$ cat src/rtl/tw_port_pkg.sv
package tw_port_pkg;
  localparam int NIB_W  = 4;
  localparam int ADDR_W = 4;
  localparam int DATA_W = 8;
  localparam logic [NIB_W-1:0] OP_WRITE = 4'h3;
  localparam logic [NIB_W-1:0] OP_READ  = 4'hC;

  typedef enum logic [2:0] {
    ST_OPCODE,
    ST_ADDR,
    ST_WRITE,
    ST_READ,
    ST_IGNORE
  } port_st_e;
endpackage

$ cat src/rtl/tw_rst_sync.sv
module tw_rst_sync (
  input  logic clk,
  input  logic rst_ni,
  output logic rst_no
);
  logic [1:0] chain_q;

  always_ff @(posedge clk or negedge rst_ni) begin
    if (!rst_ni) chain_q <= 2'b00;
    else         chain_q <= {chain_q[0], 1'b1};
  end

  assign rst_no = chain_q[1];
endmodule

$ cat src/rtl/tw_sync.sv
module tw_sync #(
  parameter int W      = 3,
  parameter int STAGES = 2
) (
  input  logic         clk,
  input  logic         rst_n,
  input  logic [W-1:0] d,
  output logic [W-1:0] q
);
  logic [W-1:0] stage_q [STAGES];

  generate
    for (genvar s = 0; s < STAGES; s++) begin : g_stage
      if (s == 0) begin : g_first
        always_ff @(posedge clk or negedge rst_n) begin
          if (!rst_n) stage_q[s] <= '0;
          else        stage_q[s] <= d;
        end
      end else begin : g_next
        always_ff @(posedge clk or negedge rst_n) begin
          if (!rst_n) stage_q[s] <= '0;
          else        stage_q[s] <= stage_q[s-1];
        end
      end
    end
  endgenerate

  assign q = stage_q[STAGES-1];
endmodule

$ cat src/rtl/tw_frame.sv
module tw_frame
  import tw_port_pkg::*;
#(
  localparam int CNT_W = $clog2(DATA_W)
) (
  input  logic              clk,
  input  logic              rst_n,
  input  logic              ce_s,
  input  logic              ce_fall,
  input  logic              sclk_rise,
  input  logic              sdi_s,
  output logic              wr_en_o,
  output logic [ADDR_W-1:0] wr_addr_o,
  output logic [DATA_W-1:0] wr_data_o,
  output logic [ADDR_W-1:0] rd_addr_o,
  output logic              rd_load_o,
  output logic              rd_shift_o,
  output logic              oe_o,
  output logic              write_fail_o,
  output logic              ctl_clear_o
);
  localparam logic [CNT_W-1:0] NIB_LAST  = CNT_W'(NIB_W - 1);
  localparam logic [CNT_W-1:0] BYTE_LAST = CNT_W'(DATA_W - 1);

  port_st_e          state_q, state_d;
  logic [CNT_W-1:0]  bitcnt_q, bitcnt_d;
  logic [DATA_W-1:0] sh_q, sh_d, shifted;
  logic [ADDR_W-1:0] addr_q, addr_d;
  logic              is_wr_q, is_wr_d;
  logic              wr_en_q, wr_en_d;
  logic [ADDR_W-1:0] wr_addr_q, wr_addr_d;
  logic [DATA_W-1:0] wr_data_q, wr_data_d;
  logic [ADDR_W-1:0] rd_addr_q, rd_addr_d;
  logic              load_q, load_d;
  logic              shift_q, shift_d;
  logic              fail_q, fail_d;
  logic              clr_q, clr_d;
  logic [NIB_W-1:0]  nibble;

  assign shifted = {sdi_s, sh_q[DATA_W-1:1]};
  assign nibble  = shifted[DATA_W-1 -: NIB_W];

  always_comb begin
    state_d   = state_q;
    bitcnt_d  = bitcnt_q;
    sh_d      = sh_q;
    addr_d    = addr_q;
    is_wr_d   = is_wr_q;
    wr_en_d   = 1'b0;
    wr_addr_d = wr_addr_q;
    wr_data_d = wr_data_q;
    rd_addr_d = rd_addr_q;
    load_d    = 1'b0;
    shift_d   = 1'b0;
    fail_d    = 1'b0;
    clr_d     = 1'b0;
    if (ce_fall) begin
      clr_d    = 1'b1;
      fail_d   = (state_q == ST_WRITE) && (bitcnt_q != '0);
      state_d  = ST_OPCODE;
      bitcnt_d = '0;
    end else if (!ce_s) begin
      state_d  = ST_OPCODE;
      bitcnt_d = '0;
    end else if (sclk_rise) begin
      sh_d     = shifted;
      bitcnt_d = bitcnt_q + 1'b1;
      unique case (state_q)
        ST_OPCODE: begin
          if (bitcnt_q == NIB_LAST) begin
            bitcnt_d = '0;
            if (nibble == OP_WRITE) begin
              state_d = ST_ADDR;
              is_wr_d = 1'b1;
            end else if (nibble == OP_READ) begin
              state_d = ST_ADDR;
              is_wr_d = 1'b0;
            end else begin
              state_d = ST_IGNORE;
            end
          end
        end
        ST_ADDR: begin
          if (bitcnt_q == NIB_LAST) begin
            bitcnt_d = '0;
            addr_d   = nibble;
            if (is_wr_q) begin
              state_d = ST_WRITE;
            end else begin
              state_d   = ST_READ;
              rd_addr_d = nibble;
              load_d    = 1'b1;
            end
          end
        end
        ST_WRITE: begin
          if (bitcnt_q == BYTE_LAST) begin
            wr_en_d   = 1'b1;
            wr_addr_d = addr_q;
            wr_data_d = shifted;
            addr_d    = addr_q + 1'b1;
          end
        end
        ST_READ: begin
          if (bitcnt_q == BYTE_LAST) begin
            addr_d    = addr_q + 1'b1;
            rd_addr_d = addr_q + 1'b1;
            load_d    = 1'b1;
          end else begin
            shift_d = 1'b1;
          end
        end
        default: begin
          bitcnt_d = bitcnt_q;
        end
      endcase
    end
  end

  always_ff @(posedge clk or negedge rst_n) begin
    if (!rst_n) begin
      state_q   <= ST_OPCODE;
      bitcnt_q  <= '0;
      sh_q      <= '0;
      addr_q    <= '0;
      is_wr_q   <= 1'b0;
      wr_en_q   <= 1'b0;
      wr_addr_q <= '0;
      wr_data_q <= '0;
      rd_addr_q <= '0;
      load_q    <= 1'b0;
      shift_q   <= 1'b0;
      fail_q    <= 1'b0;
      clr_q     <= 1'b0;
    end else begin
      state_q   <= state_d;
      bitcnt_q  <= bitcnt_d;
      sh_q      <= sh_d;
      addr_q    <= addr_d;
      is_wr_q   <= is_wr_d;
      wr_en_q   <= wr_en_d;
      wr_addr_q <= wr_addr_d;
      wr_data_q <= wr_data_d;
      rd_addr_q <= rd_addr_d;
      load_q    <= load_d;
      shift_q   <= shift_d;
      fail_q    <= fail_d;
      clr_q     <= clr_d;
    end
  end

  assign wr_en_o      = wr_en_q;
  assign wr_addr_o    = wr_addr_q;
  assign wr_data_o    = wr_data_q;
  assign rd_addr_o    = rd_addr_q;
  assign rd_load_o    = load_q;
  assign rd_shift_o   = shift_q;
  assign oe_o         = (state_q == ST_READ);
  assign write_fail_o = fail_q;
  assign ctl_clear_o  = clr_q;

  // a write strobe only follows a cycle spent in the write state
  assert_strobe_from_write_R2: assert property (@(posedge clk) disable iff (!rst_n)
    wr_en_q |-> ($past(state_q) == ST_WRITE));

  // the running address sits one past the address just strobed
  assert_addr_advance_R3: assert property (@(posedge clk) disable iff (!rst_n)
    wr_en_q |-> (addr_q == wr_addr_q + 1'b1));

  // each reload inside a read stream steps the read address by one
  assert_read_step_R5: assert property (@(posedge clk) disable iff (!rst_n)
    (load_q && ($past(state_q) == ST_READ)) |-> (rd_addr_q == $past(rd_addr_q) + 1'b1));

  // an ignored transaction never produces a write strobe
  assert_ignore_no_write_R6: assert property (@(posedge clk) disable iff (!rst_n)
    (state_q == ST_IGNORE) |=> !wr_en_q);

  // a truncation report always comes with a release pulse
  assert_fail_with_clear_R7: assert property (@(posedge clk) disable iff (!rst_n)
    fail_q |-> clr_q);

  // with chip enable low the pad is released on the next cycle
  assert_oe_off_when_idle_R9: assert property (@(posedge clk) disable iff (!rst_n)
    !ce_s |=> !oe_o);
endmodule

$ cat src/rtl/tw_rd_shift.sv
module tw_rd_shift
  import tw_port_pkg::*;
(
  input  logic              clk,
  input  logic              rst_n,
  input  logic              load,
  input  logic              shift,
  input  logic [DATA_W-1:0] din,
  output logic              bit_o
);
  logic [DATA_W-1:0] word_q, word_d;

  always_comb begin
    word_d = word_q;
    if (load)       word_d = din;
    else if (shift) word_d = {1'b0, word_q[DATA_W-1:1]};
  end

  always_ff @(posedge clk or negedge rst_n) begin
    if (!rst_n) word_q <= '0;
    else        word_q <= word_d;
  end

  assign bit_o = word_q[0];

  // load and shift requests never collide
  assert_load_shift_excl_R4: assert property (@(posedge clk) disable iff (!rst_n)
    !(load && shift));
endmodule

$ cat src/rtl/tw_port.sv
module tw_port
  import tw_port_pkg::*;
#(
  parameter int SYNC_STAGES = 2
) (
  input  logic              clk,
  input  logic              rst_ni,
  input  logic              ce_i,
  input  logic              sclk_i,
  input  logic              sdi_i,
  output logic              sdo_o,
  output logic              sdo_oe_o,
  output logic              wr_en_o,
  output logic [ADDR_W-1:0] wr_addr_o,
  output logic [DATA_W-1:0] wr_data_o,
  output logic [ADDR_W-1:0] rd_addr_o,
  input  logic [DATA_W-1:0] rd_data_i,
  output logic              write_fail_o,
  output logic              ctl_clear_o
);
  logic       rst_n;
  logic [2:0] pins_s;
  logic       ce_s, sclk_s, sdi_s;
  logic       ce_d_q, sclk_d_q;
  logic       ce_fall, sclk_rise;
  logic       rd_load, rd_shift, oe, rd_bit;

  tw_rst_sync u_rst_sync (
    .clk    (clk),
    .rst_ni (rst_ni),
    .rst_no (rst_n)
  );

  tw_sync #(.W(3), .STAGES(SYNC_STAGES)) u_sync (
    .clk   (clk),
    .rst_n (rst_n),
    .d     ({ce_i, sclk_i, sdi_i}),
    .q     (pins_s)
  );

  assign {ce_s, sclk_s, sdi_s} = pins_s;

  always_ff @(posedge clk or negedge rst_n) begin
    if (!rst_n) begin
      ce_d_q   <= 1'b0;
      sclk_d_q <= 1'b0;
    end else begin
      ce_d_q   <= ce_s;
      sclk_d_q <= sclk_s;
    end
  end

  assign ce_fall   = ce_d_q & ~ce_s;
  assign sclk_rise = sclk_s & ~sclk_d_q & ce_s;

  tw_frame u_frame (
    .clk          (clk),
    .rst_n        (rst_n),
    .ce_s         (ce_s),
    .ce_fall      (ce_fall),
    .sclk_rise    (sclk_rise),
    .sdi_s        (sdi_s),
    .wr_en_o      (wr_en_o),
    .wr_addr_o    (wr_addr_o),
    .wr_data_o    (wr_data_o),
    .rd_addr_o    (rd_addr_o),
    .rd_load_o    (rd_load),
    .rd_shift_o   (rd_shift),
    .oe_o         (oe),
    .write_fail_o (write_fail_o),
    .ctl_clear_o  (ctl_clear_o)
  );

  tw_rd_shift u_rd_shift (
    .clk   (clk),
    .rst_n (rst_n),
    .load  (rd_load),
    .shift (rd_shift),
    .din   (rd_data_i),
    .bit_o (rd_bit)
  );

  assign sdo_oe_o = oe;
  assign sdo_o    = oe & rd_bit;

  // release pulses are single-cycle
  assert_clear_single_R8: assert property (@(posedge clk) disable iff (!rst_n)
    ctl_clear_o |=> !ctl_clear_o);

  // no truncation report while the port is still selected
  assert_fail_only_on_release_R10: assert property (@(posedge clk) disable iff (!rst_n)
    write_fail_o |-> !ce_s);
endmodule

$ cat config.mk
export PLATFORM = sky130hd
export DESIGN_NAME = tw_port
export DESIGN_NICKNAME = d
export VERILOG_FILES = /design/src/rtl/tw_port_pkg.sv /design/src/rtl/tw_rst_sync.sv /design/src/rtl/tw_sync.sv /design/src/rtl/tw_frame.sv /design/src/rtl/tw_rd_shift.sv /design/src/rtl/tw_port.sv
export SDC_FILE = /design/constraint.sdc
export NUM_CORES = 1
export LEC_CHECK = 0
export BUFFER_PORTS_ARGS = -buffer_cell sky130_fd_sc_hd__buf_2
export CORE_ASPECT_RATIO = 0.6
export CORE_MARGIN = 2
export CORE_UTILIZATION = 60
export DETAILED_ROUTE_END_ITERATION = 12
export GPL_ROUTABILITY_DRIVEN = 1
export GPL_TIMING_DRIVEN = 0
export HOLD_SLACK_MARGIN = 0.06
export PLACE_DENSITY = 0.94
export SLEW_MARGIN = 20
export SYNTH_ARGS = -nofsm -noshare
export SYNTH_HDL_FRONTEND = slang
export SYNTH_HIERARCHICAL = 1
export SYNTH_SLANG_ARGS = --single-unit
$ cat constraint.sdc
create_clock -name clk -period 2.7 [get_ports clk]
set_input_delay 0.675 -clock clk [delete_from_list [all_inputs] [get_ports clk]]
set_output_delay 0.675 -clock clk [all_outputs]
set_load 0.01 [all_outputs]
==> reports/results.ini <==
[outcome]
status = completed

[synthesis]
synthFlopType = sky130_fd_sc_hd__dfrtp_1
netlist_instances = 196
netlist.top_cell.by_area = sky130_fd_sc_hd__dfrtp_1
yosysUniqueCellTypes = 36
syn_area_sq_um = 2440
post-synth-top-count-cell = sky130_fd_sc_hd__dfrtp_1
ys_top_cells_by_area = sky130_fd_sc_hd__dfrtp_1, sky130_fd_sc_hd__mux2_2, sky130_fd_sc_hd__mux2i_1
postSynthAreaPerCell_sq_um = 12.5
synth_warnings = 6
mappedNetlistNets = 212
synth_top_area_frac = 0.583
synthArstFlopShare = 1.00
ys_seq_area_frac = 0.583
count_of_flip_flops_with_a_built_in_enable_after_synthesis = 0
synth_seq_cells = 57
synth_commonest_cells = sky130_fd_sc_hd__dfrtp_1, sky130_fd_sc_hd__mux2_2, sky130_fd_sc_hd__nand2_1

[cts]
cts-hold-fix-buffers = 0
cts.repair.resized = 0
maximum_number_of_buffers_from_clock_root_to_sink = 2
clock_tree.htree_level_count = 3
cts_inserted_buffers = 9
cts_root_buffer = sky130_fd_sc_hd__clkbuf_8
cts_setup_buffers = 0
clock_sink_count = 57
clock_insertion_delay_worst_skew_ns = 0.33
clk_pin_slew_worst_paths_ns = 0.07
cts_tree = built

[sta]
finalHoldViolations = 0
timing.final.setup_violations = 0
finalCritPeriodShare = 0.871
worst_margin_pin_slew_ns = 0.665
worst_slack_ns = 0.348
layout_min_cycle_time_ns = 2.35
timing.slew.headroom = 0.557
worst_clock_skew_ns = 0.00447
report.final.slew_viol_count = 0
rsz_0062_raised_after_global_routing = no
maxClockFrequency_ghz = 0.425
fin_setup_tns_ns = 0

[drt]
route.detailed.wl_per_inst_um = 15.4
avgViaCountPerCell = 5.57
vias = 1627
drt.antenna.violating_nets = 0
drt-pass1-iter-count = 4
drt-total-wl_um = 4490
drt_drc_violations_left = 0
dr.first_iter.drc_count = 122

[critical_path]
reg2regPathDepth = 7
timing.critical_path.required_ns = 2.91
setup.worst_path.start_class = flip-flop
cp_cell_sequence = buf_4 -> and3b_1 -> nand3b_1 -> buf_2 -> nor4_2 -> buf_2 -> mux2_2
path_max_fanout = 10
crit_path_end_kind = flip-flop
slowest_delay_ns = 0.42
crit_path_top_delay_cell = sky130_fd_sc_hd__nor4_2
critical_path_cell_count = 7
critical_path.n_buffers_inverters = 3
crit_family = simple AND/OR/NAND/NOR gates
path_class = reg2reg
crit_arrival_ns = 2.56
timing.critical_path.mode_cell = sky130_fd_sc_hd__buf_2

[floorplan]
ioPinCount = 34
die-area_sq_um = 4620
initial_utilization = 0.646
placementRows = 17
core_box_area_sq_um = 3790
floorplan.die.height_um = 53.4
dieWidth_um = 86.4

[finish]
post_route_cell_area_sq_um = 2920
finish.net_count = 256
drive_gt1_frac = 0.363
fillers = 245
antenna_cells_inserted = 0
area.growth.synth_to_final_pct = 19.6
finalCoreUtilization = 0.772

[global_routing]
global_route.usage.total = 0.226
grt-ovfl-total = 0
grt_first_pass_wirelength_um = 7430
antenna_found_initial = 0
grt_start_max_net_pins = 56
grt_pass1_vias = 1530

[power_and_ir_drop]
power-per-cell-area_nw_per_um2 = 684
peakVddDrop_uv = 468
cellLeakagePower_nw = 1.41

[job]
max_cap_viol_count = 0

[placement]
placed_cell_area_sq_um = 2670
final_weighted_congestion_of_routability_driven_global_placement = 0.829
dp_hpwl_um = 2970
port_buffers = 33
pre_cts_slack_ns = 0.401

[worst_hold_path]
min-delay-path-class = in2async

[layout by cell type, fill, tap and decap left out, types with 5 or more instances in the layout]
cell type and n:
sky130_fd_sc_hd__a21oi_1 6, sky130_fd_sc_hd__buf_2 35, sky130_fd_sc_hd__clkbuf_8 10, sky130_fd_sc_hd__dfrtp_1 56
sky130_fd_sc_hd__inv_1 6, sky130_fd_sc_hd__mux2_2 25, sky130_fd_sc_hd__mux2i_1 9, sky130_fd_sc_hd__nand2_1 18
sky130_fd_sc_hd__nand2b_1 6, sky130_fd_sc_hd__nand3b_1 5, sky130_fd_sc_hd__nor2_1 8, sky130_fd_sc_hd__o21ai_0 7
sky130_fd_sc_hd__o21ai_1 8
[layout make-up]
class | instances | area [sq um] | area share
Inverter | 6 | 22.5 | 0.00770
Tap cell | 47 | 58.8 | 0.0201
Clock inverter | 6 | 114 | 0.0389
Sequential cell | 57 | 1430 | 0.489
Clock buffer | 10 | 138 | 0.0471
Timing Repair Buffer | 33 | 165 | 0.0565
Buffer | 11 | 82.6 | 0.0282
Multi-Input combinational cell | 122 | 913 | 0.312
[routing by layer]
layer	global-route usage	wire [um]	part of all wire
met1	0.303	2050	0.46
met4	0.109	68	0.015
met3	0.0733	343	0.076
met5	0	0	0
met2	0.335	2040	0.45
[power breakdown]
group          internal [mW]  total, mW  switching, mW
Combinational         0.0474     0.0807         0.0333
Clock                  0.641      0.984          0.343
Sequential             0.884      0.934         0.0507
Total                   1.57       2.00          0.427
[flip-flops by register name, indices dropped and copies added (netlist names), 2 cells and up]
signal / flops
u_rst_sync/chain_q: 2
u_sync/q: 3
u_frame/wr_data_o: 8
u_rd_shift/word_q: 8
u_sync/stage_q: 3
u_frame/addr_q: 4
u_frame/sh_q: 7
u_frame/wr_addr_o: 4
u_frame/state_q: 3
u_frame/bitcnt_q: 3
u_frame/rd_addr_o: 4
[through the flow]
step	total power [mW]	cells	hold slack, ns
floorplan	0.994	196	0.331
global placement	1.02	276	0.332
detailed placement	1.03	276	0.338
CTS	2.02	292	0.0971
global route	2.08	292	0.100
finish	2.00	292	0.115
[logic make-up after synthesis]
kind of cell / count (synthesis) / share of synthesized area
mux: 34 / 0.152
flops: 57 / 0.583
compound gates: 27 / 0.0732
simple gates: 54 / 0.121
buf+inv: 17 / 0.0430
fa+ha+maj: 3 / 0.0154
xor+xnor: 3 / 0.0107
other cells: 1 / 0.00153
[worst register-to-register path: cells and delay by family (launching register included)]
kind / cells / cell delay, ns
mux: 1 / 0.38
flops: 1 / 0.32
buf+inv: 3 / 0.73
simple gates: 3 / 0.81
[worst paths after layout]
| kind | from | end | slack (ns) |
|---|---|---|---|
| hold reg to reg | u_rst_sync/chain_q[0] | u_rst_sync/chain_q[1] | 0.36 |
| setup / recovery | u_sync/q[2] | u_frame/wr_addr_o[2] | 0.35 |
| hold / removal | rst_ni | u_rst_sync/chain_q[1] | 0.12 |
| min in group clk | u_rst_sync/chain_q[0] | u_rst_sync/chain_q[1] | 0.36 |
| setup reg to reg | u_sync/q[2] | u_frame/wr_addr_o[2] | 0.35 |
| max in group asynchronous | u_rst_sync/chain_q[1] | u_frame/rd_shift_o | 1.88 |
Power figures use the tool's default switching activity.
